==> src/rtl/rsz_pkg.sv <==
package rsz_pkg;
  typedef enum logic {
    MIX_PICK   = 1'b0,
    MIX_LINEAR = 1'b1
  } mix_e;

  typedef struct packed {
    logic valid;
    logic hs;
    logic he;
    logic vs;
    logic ve;
  } ctl_t;
endpackage

==> src/rtl/rsz_phase.sv <==
module rsz_phase #(
  parameter int AW = 7,
  parameter int WB = 8
) (
  input  logic          restart,
  input  logic [AW-1:0] acc,
  input  logic [AW-1:0] step,
  input  logic [AW-1:0] limit,
  output logic          emit,
  output logic [AW-1:0] next,
  output logic [WB-1:0] weight
);
  // floor(r * 2^WB / d) for r < d, by restoring division
  function automatic logic [WB-1:0] frac_of(input logic [AW-1:0] r,
                                            input logic [AW-1:0] d);
    logic [AW:0]   rem;
    logic [WB-1:0] q;
    rem = {1'b0, r};
    q   = '0;
    for (int i = WB - 1; i >= 0; i--) begin
      rem = rem << 1;
      if (rem >= {1'b0, d}) begin
        q[i] = 1'b1;
        rem  = rem - {1'b0, d};
      end
    end
    return q;
  endfunction

  logic [AW:0] sum;
  logic [AW:0] rem_full;

  always_comb begin
    sum      = (restart ? '0 : {1'b0, acc}) + {1'b0, step};
    emit     = sum >= {1'b0, limit};
    rem_full = sum - {1'b0, limit};
    next     = emit ? rem_full[AW-1:0] : sum[AW-1:0];
    weight   = emit ? frac_of(rem_full[AW-1:0], step) : '0;
  end
endmodule

==> src/rtl/rsz_linestore.sv <==
module rsz_linestore #(
  parameter int DEPTH = 64,
  parameter int PW    = 8,
  localparam int IW   = $clog2(DEPTH)
) (
  input  logic          clk,
  input  logic          we,
  input  logic [IW-1:0] waddr,
  input  logic [PW-1:0] wdata,
  input  logic [IW-1:0] raddr,
  output logic [PW-1:0] rdata
);
  logic [PW-1:0] mem [DEPTH];

  always_ff @(posedge clk) begin
    if (we) mem[waddr] <= wdata;
  end

  assign rdata = mem[raddr];
endmodule

==> src/rtl/img_downscaler.sv <==
module img_downscaler #(
  parameter int PIX_W = 8,
  parameter int WB    = 8,
  parameter int MAX_W = 64,
  parameter int MAX_H = 64,
  localparam int MAXD = (MAX_W > MAX_H) ? MAX_W : MAX_H,
  localparam int AW   = $clog2(MAXD + 1),
  localparam int XW   = $clog2(MAX_W)
) (
  input  logic             clk,
  input  logic             rst_n,
  input  logic [PIX_W-1:0] in_pix,
  input  logic             in_valid,
  input  logic             in_hstart,
  input  logic             in_hend,
  input  logic             in_vstart,
  input  logic             in_vend,
  input  logic [AW-1:0]    in_w,
  input  logic [AW-1:0]    in_h,
  input  logic [AW-1:0]    out_w,
  input  logic [AW-1:0]    out_h,
  input  logic             mix_sel,
  output logic [PIX_W-1:0] out_pix,
  output logic             out_valid,
  output logic             out_hstart,
  output logic             out_hend,
  output logic             out_vstart,
  output logic             out_vend
);
  import rsz_pkg::*;

  localparam int PRW = PIX_W + WB + 1;

  function automatic logic [PIX_W-1:0] mix(input logic [PIX_W-1:0] cur,
                                           input logic [PIX_W-1:0] prev,
                                           input logic [WB-1:0] w,
                                           input mix_e md);
    logic [WB:0]    wc;
    logic [PRW-1:0] acc;
    if (md == MIX_PICK) return w[WB-1] ? prev : cur;
    wc  = (WB+1)'(1 << WB) - {1'b0, w};
    acc = PRW'(cur) * PRW'(wc) + PRW'(prev) * PRW'(w);
    return acc[PIX_W+WB-1:WB];
  endfunction

  // frame-size capture
  logic          cap;
  logic [AW-1:0] iw_q, ih_q, ow_q, oh_q;
  logic [AW-1:0] iw_e, ih_e, ow_e, oh_e;
  mix_e          md_q, md_e;
  logic          frame_seen;

  assign cap  = in_valid && in_vstart;
  assign iw_e = cap ? in_w : iw_q;
  assign ih_e = cap ? in_h : ih_q;
  assign ow_e = cap ? out_w : ow_q;
  assign oh_e = cap ? out_h : oh_q;
  assign md_e = cap ? mix_e'(mix_sel) : md_q;

  // row state, decided at each line start
  logic          v_emit_c;
  logic [AW-1:0] v_next_c, vacc_q;
  logic [WB-1:0] v_wt_c;
  logic          row_emit_q, row_first_q;
  logic [AW-1:0] row_next_q;
  logic [WB-1:0] row_wt_q;
  logic          row_emit_e, row_first_e;
  logic [AW-1:0] row_next_e;
  logic [WB-1:0] row_wt_e;

  rsz_phase #(.AW(AW), .WB(WB)) u_vph (
    .restart(in_vstart), .acc(vacc_q), .step(oh_e), .limit(ih_e),
    .emit(v_emit_c), .next(v_next_c), .weight(v_wt_c)
  );

  assign row_emit_e  = in_hstart ? v_emit_c  : row_emit_q;
  assign row_next_e  = in_hstart ? v_next_c  : row_next_q;
  assign row_wt_e    = in_hstart ? v_wt_c    : row_wt_q;
  assign row_first_e = in_hstart ? in_vstart : row_first_q;

  // column state
  logic [XW-1:0]    xcol_q, xcol_e;
  logic [PIX_W-1:0] lb_rd, prev_row, vval, pv_q, prev_col, hval;
  logic             h_emit;
  logic [AW-1:0]    h_next, hacc_q;
  logic [WB-1:0]    h_wt;

  assign xcol_e = in_hstart ? '0 : xcol_q;

  rsz_linestore #(.DEPTH(MAX_W), .PW(PIX_W)) u_lines (
    .clk(clk), .we(in_valid), .waddr(xcol_e), .wdata(in_pix),
    .raddr(xcol_e), .rdata(lb_rd)
  );

  assign prev_row = row_first_e ? in_pix : lb_rd;
  assign vval     = mix(in_pix, prev_row, row_wt_e, md_e);

  rsz_phase #(.AW(AW), .WB(WB)) u_hph (
    .restart(in_hstart), .acc(hacc_q), .step(ow_e), .limit(iw_e),
    .emit(h_emit), .next(h_next), .weight(h_wt)
  );

  assign prev_col = in_hstart ? vval : pv_q;
  assign hval     = mix(vval, prev_col, h_wt, md_e);

  // output grid position
  logic          take, last_col, last_row;
  logic [AW-1:0] ocol_q, orow_q, ocol_e, orow_e;

  assign take     = in_valid && h_emit && row_emit_e;
  assign ocol_e   = in_hstart ? '0 : ocol_q;
  assign orow_e   = in_vstart ? '0 : orow_q;
  assign last_col = ocol_e == ow_e - 1'b1;
  assign last_row = orow_e == oh_e - 1'b1;

  ctl_t ctl_d;
  always_comb begin
    ctl_d.valid = take;
    ctl_d.hs    = take && (ocol_e == '0);
    ctl_d.he    = take && last_col;
    ctl_d.vs    = take && (ocol_e == '0) && (orow_e == '0);
    ctl_d.ve    = take && last_col && last_row;
  end

  always_ff @(posedge clk) begin
    if (!rst_n) begin
      iw_q <= '0; ih_q <= '0; ow_q <= '0; oh_q <= '0;
      md_q <= MIX_PICK; frame_seen <= 1'b0;
      vacc_q <= '0; row_emit_q <= 1'b0; row_first_q <= 1'b0;
      row_next_q <= '0; row_wt_q <= '0;
      xcol_q <= '0; hacc_q <= '0; pv_q <= '0;
      ocol_q <= '0; orow_q <= '0;
      out_pix <= '0; out_valid <= 1'b0; out_hstart <= 1'b0;
      out_hend <= 1'b0; out_vstart <= 1'b0; out_vend <= 1'b0;
    end else begin
      if (cap) begin
        iw_q <= in_w; ih_q <= in_h; ow_q <= out_w; oh_q <= out_h;
        md_q <= mix_e'(mix_sel); frame_seen <= 1'b1;
      end
      if (in_valid) begin
        if (in_hstart) begin
          row_emit_q  <= v_emit_c;
          row_next_q  <= v_next_c;
          row_wt_q    <= v_wt_c;
          row_first_q <= in_vstart;
        end
        if (in_hend) vacc_q <= in_vend ? '0 : row_next_e;
        xcol_q <= xcol_e + 1'b1;
        hacc_q <= h_next;
        pv_q   <= vval;
        ocol_q <= take ? ocol_e + 1'b1 : ocol_e;
        orow_q <= (take && last_col) ? orow_e + 1'b1 : orow_e;
      end
      out_valid  <= ctl_d.valid;
      out_hstart <= ctl_d.hs;
      out_hend   <= ctl_d.he;
      out_vstart <= ctl_d.vs;
      out_vend   <= ctl_d.ve;
      out_pix    <= take ? hval : '0;
    end
  end


  size_hold_chk: assert property (@(posedge clk) disable iff (!rst_n)
    !(in_valid && in_vstart) |=> $stable(iw_q) && $stable(ow_q) && $stable(ih_q) && $stable(oh_q));

  hacc_range_chk: assert property (@(posedge clk) disable iff (!rst_n)
    frame_seen |-> hacc_q < iw_q);

  ocol_bound_chk: assert property (@(posedge clk) disable iff (!rst_n)
    take |-> ocol_e < ow_e);

  line_mark_chk: assert property (@(posedge clk) disable iff (!rst_n)
    out_valid |-> !(out_hstart && out_hend));

  frame_end_chk: assert property (@(posedge clk) disable iff (!rst_n)
    out_vend |-> out_hend && out_valid);

  idle_zero_chk: assert property (@(posedge clk) disable iff (!rst_n)
    !out_valid |-> (out_pix == '0) && !out_hstart && !out_hend && !out_vstart && !out_vend);
endmodule

==> config.mk <==
export PLATFORM = sky130hd
export DESIGN_NAME = img_downscaler
export DESIGN_NICKNAME = d
export VERILOG_FILES = /design/src/rtl/rsz_pkg.sv /design/src/rtl/rsz_phase.sv /design/src/rtl/rsz_linestore.sv /design/src/rtl/img_downscaler.sv
export SDC_FILE = /design/constraint.sdc
export NUM_CORES = 2
export LEC_CHECK = 0
export BUFFER_PORTS_ARGS = -buffer_cell sky130_fd_sc_hd__buf_2
export CORE_ASPECT_RATIO = 0.6
export CORE_MARGIN = 4
export CORE_UTILIZATION = 65
export CTS_CLUSTER_SIZE = 28
export DETAILED_ROUTE_END_ITERATION = 6
export PLACE_DENSITY = 0.85
export SYNTH_ARGS = -nofsm -noshare
export SYNTH_HDL_FRONTEND = slang
export SYNTH_SLANG_ARGS = --single-unit
export TNS_END_PERCENT = 20
==> constraint.sdc <==
create_clock -name clk -period 39 [get_ports clk]
set_input_delay 1.95 -clock clk [delete_from_list [all_inputs] [get_ports clk]]
set_output_delay 1.95 -clock clk [all_outputs]
set_load 0.05 [all_outputs]
Yosys cells after proc, flatten, opt, wreduce, memory -nomap -nowiden
Memories as Yosys holds them, arrays and structs flattened.
Index checks and enable logic that the tools add are counted.
- memory bits (read-only): 0
- latch bits: 0
- memories kept: 1
- flip-flop bits (word level): 101
- bits in writable memories: 512
- memories (name ; depth ; width ; rd ports ; clocked after memory_dff ; wr ports ; line ; text):
    u_lines.mem ; 64 ; 8 ; 1 ; 0 ; 1 ; rsz_linestore.sv:13 ; logic [PW-1:0] mem [DEPTH];
- equality and inequality tests: 2
- reductions and logical operators: 11
- div/mod/pow operators: 0
- add/subtract/negate cells: 27
- multiply operators: 4
- bitwise gates (word level): 0
- magnitude comparators: 18
- shift-type cells: 0
- multiplexer cells: 59
- operators with widths (cell ; count):
    7-bit 2-to-1 mux ; 28
    8-bit by 7-bit >= comparator with 1-bit output ; 18
    7-bit subtractor ; 16
    8-bit 2-to-1 mux ; 9
    16-bit adder ; 2
    8-bit by 8-bit multiplier with 16-bit output ; 2
    8-bit by 9-bit multiplier with 16-bit output ; 2
    1-bit 2-to-1 mux ; 21
    9-bit by 8-bit subtractor with 9-bit output, first input constant ; 2
    7-bit by 7-bit adder with 8-bit output ; 2
    7-bit by 1-bit adder with 7-bit output, second input constant ; 2
    7-bit equality test ; 2
    7-bit zero test ; 2
    7-bit by 1-bit subtractor with 7-bit output, second input constant ; 2
    1-bit logical AND ; 7
    6-bit by 1-bit adder with 6-bit output, second input constant ; 1
    6-bit 2-to-1 mux ; 1
    2-bit AND reduction ; 2

Longest topological paths before layout
- depth in word-level cells: 30
- mapped depth: 139
- gate-level depth less buffers: 136

By module
A second synthesis with hierarchy kept.
- cells, all modules: 3464
- area, all modules: 40886.7 µm²
- by module, submodules not included (module ; cells each ; seq. area each (µm²) ; area each (µm²) ; times used):
    rsz_linestore ; 932 ; 15374.7 ; 20006.7 ; 1
    img_downscaler ; 1623 ; 2021.9 ; 14018.4 ; 1
    rsz_phase (u_vph) ; 459 ; 0.0 ; 3485.8 ; 1
    rsz_phase (u_hph) ; 450 ; 0.0 ; 3375.7 ; 1

Worst setup path before layout
Ideal clock, no wire load.
- kind: input-to-reg
- start: input in_valid
- end: register out_pix[7]
- arrival time: 29.785 ns
- data required time: 38.921 ns
- path slack: 9.136 ns
- stages: 123
- path through: buf_2 -> nand2_2 -> buf_1 -> clkbuf_1 -> clkbuf_1 -> mux2i_1 -> ha_1 -> nand2b_1 -> o2bb2ai_1 -> o21bai_1 -> a21oi_1 -> xor2_1 -> inv_1 -> ha_1 -> or4_1 -> o221ai_1 -> nor3_1 -> a311oi_1 -> [87 not listed] -> inv_1 -> fa_1 -> fa_1 -> fa_1 -> inv_1 -> fa_1 -> inv_1 -> ha_1 -> a21o_1 -> a21oi_1 -> o21a_1 -> nor2_1 -> a21oi_1 -> o31ai_2 -> o211a_1 -> o311a_1 -> or4_1 -> o211ai_1
- word-level cells in the longest chain between the ends: 30
- elaborated cells on any way between the ends: 92
- those cells by class: 22 x add/sub; 4 x mul; 18 x order compare; 44 x mux; 4 x reduce/logical
- ends and longest elaborated chain (item ; line ; text):
    start, declared ; img_downscaler.sv:13 ; input logic in_valid,
    1-bit logical AND ; img_downscaler.sv:53 ; assign cap = in_valid && in_vstart;
    7-bit 2-to-1 mux ; -- ;
    7-bit by 7-bit adder with 8-bit output ; rsz_phase.sv:34 ; sum = (restart ? '0 : {1'b0, acc}) + {1'b0, step};
    7-bit subtractor ; rsz_phase.sv:36 ; rem_full = sum - {1'b0, limit};
    7-bit subtractor or 8-bit by 7-bit >= comparator with 1-bit output (tied branches) ; rsz_phase.sv:24, rsz_phase.sv:22 ;
    7-bit 2-to-1 mux ; rsz_phase.sv:22 ; if (rem >= {1'b0, d}) begin
    7-bit subtractor or 8-bit by 7-bit >= comparator with 1-bit output (tied branches) ; rsz_phase.sv:24, rsz_phase.sv:22 ;
    7-bit 2-to-1 mux ; rsz_phase.sv:22 ;
    [14 not listed] ; -- ;
    9-bit by 8-bit subtractor with 9-bit output ; img_downscaler.sv:41 ; wc = (WB+1)'(1 << WB) - {1'b0, w};
    8-bit by 9-bit multiplier with 16-bit output ; img_downscaler.sv:42 ; acc = PRW'(cur) * PRW'(wc) + PRW'(prev) * PRW'(w);
    16-bit adder ; img_downscaler.sv:42 ;
    8-bit 2-to-1 mux ; img_downscaler.sv:41 ;
    8-bit 2-to-1 mux ; img_downscaler.sv:103 ; assign prev_col = in_hstart ? vval : pv_q;
    8-bit by 8-bit multiplier with 16-bit output ; img_downscaler.sv:42 ;
    16-bit adder ; img_downscaler.sv:42 ;
    8-bit 2-to-1 mux ; img_downscaler.sv:41 ;
    end signal, assigned ; img_downscaler.sv:159 ; out_pix <= take ? hval : '0;
    end, declared ; img_downscaler.sv:23 ; output logic [PIX_W-1:0] out_pix,
Several ways; a longest one is shown, not always the timed one.
A chain may end at the register's enable or synchronous reset.

Worst setup path after layout
- start: input in_valid
- end: register out_pix[7]
- word-level cells in the longest chain between the ends: 30
- elaborated cells on any way between the ends: 92
- those cells by class: 22 x add/sub; 4 x mul; 18 x order compare; 44 x mux; 4 x reduce/logical
- ends and longest elaborated chain (item ; line ; text):
    1-bit logical AND (*) ; img_downscaler.sv:53 ;
    7-bit 2-to-1 mux (*) ; -- ;
    named net oh_e[2] ; img_downscaler.sv:49 ; logic [AW-1:0] iw_e, ih_e, ow_e, oh_e;
    7-bit by 7-bit adder with 8-bit output ; rsz_phase.sv:34 ;
    7-bit subtractor ; rsz_phase.sv:36 ;
    7-bit subtractor or 8-bit by 7-bit >= comparator with 1-bit output (tied branches) ; rsz_phase.sv:24, rsz_phase.sv:22 ;
    7-bit 2-to-1 mux ; rsz_phase.sv:22 ;
    7-bit subtractor or 8-bit by 7-bit >= comparator with 1-bit output (tied branches) ; rsz_phase.sv:24, rsz_phase.sv:22 ;
    [15 not listed] ; -- ;
    9-bit by 8-bit subtractor with 9-bit output ; img_downscaler.sv:41 ;
    8-bit by 9-bit multiplier with 16-bit output ; img_downscaler.sv:42 ;
    16-bit adder ; img_downscaler.sv:42 ;
    8-bit 2-to-1 mux ; img_downscaler.sv:41 ;
    8-bit 2-to-1 mux ; img_downscaler.sv:103 ;
    8-bit by 8-bit multiplier with 16-bit output ; img_downscaler.sv:42 ;
    16-bit adder ; img_downscaler.sv:42 ;
    8-bit 2-to-1 mux ; img_downscaler.sv:41 ;
The timed path passes the listed nets; every way through them passes the cells marked *.

==> results.cfg <==
[cts]
cts.sinks = 613
cts_root_buf = clkbuf_16
cts-hold-fix-buffers = 0
h-tree-depth = 2
cts_resized = 0
clk_pin_slew_ns = 0.07
clockBufferDepth = 3
cts_buffers = 55
post_cts_buffers = 0
cts_tree = built
clock_latency_ns = 0.65

[synthesis]
yosysMostFrequentCell = edfxtp_1
synth_xor_area_frac = 0.0327
synth.yosys.seq_area_share = 0.444
yosys.area.top_type = edfxtp_1
ys_types = 92
synth_nets = 4182
ys_top_cells_by_area = edfxtp_1 (39%), fa_1 (10%), ha_1 (7.8%)
synth_compound_area_frac = 0.129
ys_ff_latch = 613
yosys.area_share.simple = 0.125
ys.flop_type = edfxtp_1
synth_adder_area_share = 0.183
synth_mux_area_frac = 0.0387
async_reset_ff_frac = 0
synth_edf_count = 512
syn_avg_cell_area_um2 = 10.6
netlist_area_um2 = 39200
yosys_warnings = 0
netlist.area_leader.share = 0.392
synth_top_family_by_area = adder cells
yosys-top-cells-count = edfxtp_1 (512), nor2_1 (436), inv_1 (336)
synth_cells = 3689

[placed_design]
place_hpwl_mm = 77.2
gp_congestion = 0.989
numPortBuffers = 56
dp.cells = 4418

[sta]
rsz0062_at_grt = no
maxSlewViolCount = 0
setup_viol = 0
layout_min_cycle_time_ns = 33.93
worst_slew_pin_slew_ns = 1.18
max_slew_margin = 0.207
finalSetupTns_ns = 0
hold_viol = 0
finalCritPeriodShare = 0.870
fmax_mhz = 29.5
finalClockSkew_ns = 0.0526

[worst_setup_path]
worst-path-max-fanout = 44
crit_top_cell = ha_1
end_kind = register
arrival_ns = 34.45
max_stage_delay_ns = 0.72
worstPathRequired_ns = 39.53
r2r_cells = 126
cp_slowest_cell = a21oi_1
startpoint_type = input pin
crit_type = in -> reg

[run]
drv_cap = 0

[drt]
num_vias = 30200
antenna_left = 0
drc = 8
drtPass1Iterations = 7
viasPerCell = 6.69
routed_wl_mm = 112
wl_per_cell_um = 24.7
drtIter0Drc = 4471

[global_route]
grt_pass1_vias = 29233
grt_overflow_total = 0
grt_max_degree = 72
grt_first_pass_wirelength_mm = 171
antenna_found_initial = 1
grt_use_total = 0.342

[finish]
antenna_cells = 0
stdcell_count = 4515
fill_cells = 4131
area_growth_pct = 7.16
drive_above_1_share = 0.0806
multi_input_area_um2 = 19900
regArea_um2 = 17400
nets = 4187

[floorplan]
ios = 57
die_h_um = 198
die_area_um2 = 64500
die-width_um = 325
core-area_um2 = 59500
rows = 69
initial_core_util = 0.659

[min_path]
hold_class = reg -> reg
whs_path_depth = 2

[outcome]
status = complete, but fails checks
violations = DRC
-- area by class of cell --
cell class                 count  share of cell area
clock inverter                28             0.00652
timing repair buffer         117              0.0176
inverter                     340              0.0304
clock buffer                  69              0.0340
tap                          781              0.0233
multi-input combinational   2567               0.474
sequential                   613               0.414
-- cells by family after synthesis --
kind of cell | after synthesis
fa+ha+maj | 450
simple gates | 1063
buf+inv | 509
flops | 613
compound gates | 767
mux | 142
xor+xnor | 145
-- metal layers --
layer	GRT usage	share of wire
met1	0.503	0.40
met2	0.470	0.39
met3	0.134	0.17
met4	0.101	0.033
met5	0.00217	0.00011
-- sequential cells by signal (all words and copies together) (netlist names), 6 cells and up --
name and count:
vacc_q 7, oh_q 7, row_next_q 7, xcol_q 6, pv_q 8, orow_q 7
out_pix 8, ih_q 7, row_wt_q 8, ow_q 7, iw_q 7, hacc_q 7
ocol_q 7, u_lines.mem 512
-- worst paths after layout --
kind	slack (ns)	start	to
setup / recovery	5.07	in_valid	out_pix[7]$_SDFF_PN0_
hold / removal	0.47	row_wt_q[7]$_SDFFE_PN0P_	row_wt_q[7]$_SDFFE_PN0P_
setup reg to reg	6.66	oh_q[2]$_SDFF_PN0_	out_pix[7]$_SDFF_PN0_
hold reg to reg	0.47	row_wt_q[7]$_SDFFE_PN0P_	row_wt_q[7]$_SDFFE_PN0P_
-- through the flow --
stage | utilization | setup WS, ns | hold WS [ns] | cell area [um^2]
6_report | 0.707 | 5.07 | 0.468 | 42000
5_1_grt | 0.707 | 2.47 | 0.500 | 42000
4_1_cts | 0.707 | 5.58 | 0.467 | 42000
3_5_place_dp | 0.678 | 5.06 | 0.457 | 40300
3_3_place_gp | 0.678 | 6.03 | 0.445 | 40300
2_1_floorplan | - | 9.14 | 0.436 | 39200
-- placed cells by master, fill, tap and decap left out, types with 9 or more instances in the layout --
cell	Yosys	final
inv_1	336	335
fa_1	205	205
xor2_1	39	39
a211oi_1	37	37
ha_1	244	244
xnor2_1	105	105
a21oi_1	168	167
and2_1	52	52
nand2b_1	47	47
edfxtp_1	512	512
clkinv_1	3	11
or2_2	17	17
o211ai_1	19	19
clkbuf_1	138	14
a22oi_1	9	9
o21ai_0	118	118
nor4_1	21	21
nand2_1	241	240
o221ai_1	28	28
o21a_1	24	24
o21bai_1	10	10
mux2_2	54	54
dfxtp_1	101	99
a21o_1	40	40
mux2i_1	85	84
buf_4	1	62
or3_1	22	20
and3_1	12	12
a31oi_1	19	19
clkbuf_16	0	55
nor2b_1	48	46
o31ai_1	17	17
buf_2	3	55
nand4_1	23	23
nor3_1	73	73
nor2_1	436	434
nand3_1	38	37
o2111ai_1	10	10
o22ai_1	176	176
-- critical path, delay by kind of cell --
kind / cells / cell delay (ns)
compound gates: 44 / 11.12
fa+ha+maj: 25 / 9.88
simple gates: 33 / 6.52
buf+inv: 16 / 2.06
mux: 4 / 1.64
xor+xnor: 5 / 1.27
Power is left out: the tool's default activity adds up to more than one toggle a clock period on the data nets, which glitch-free logic cannot reach.
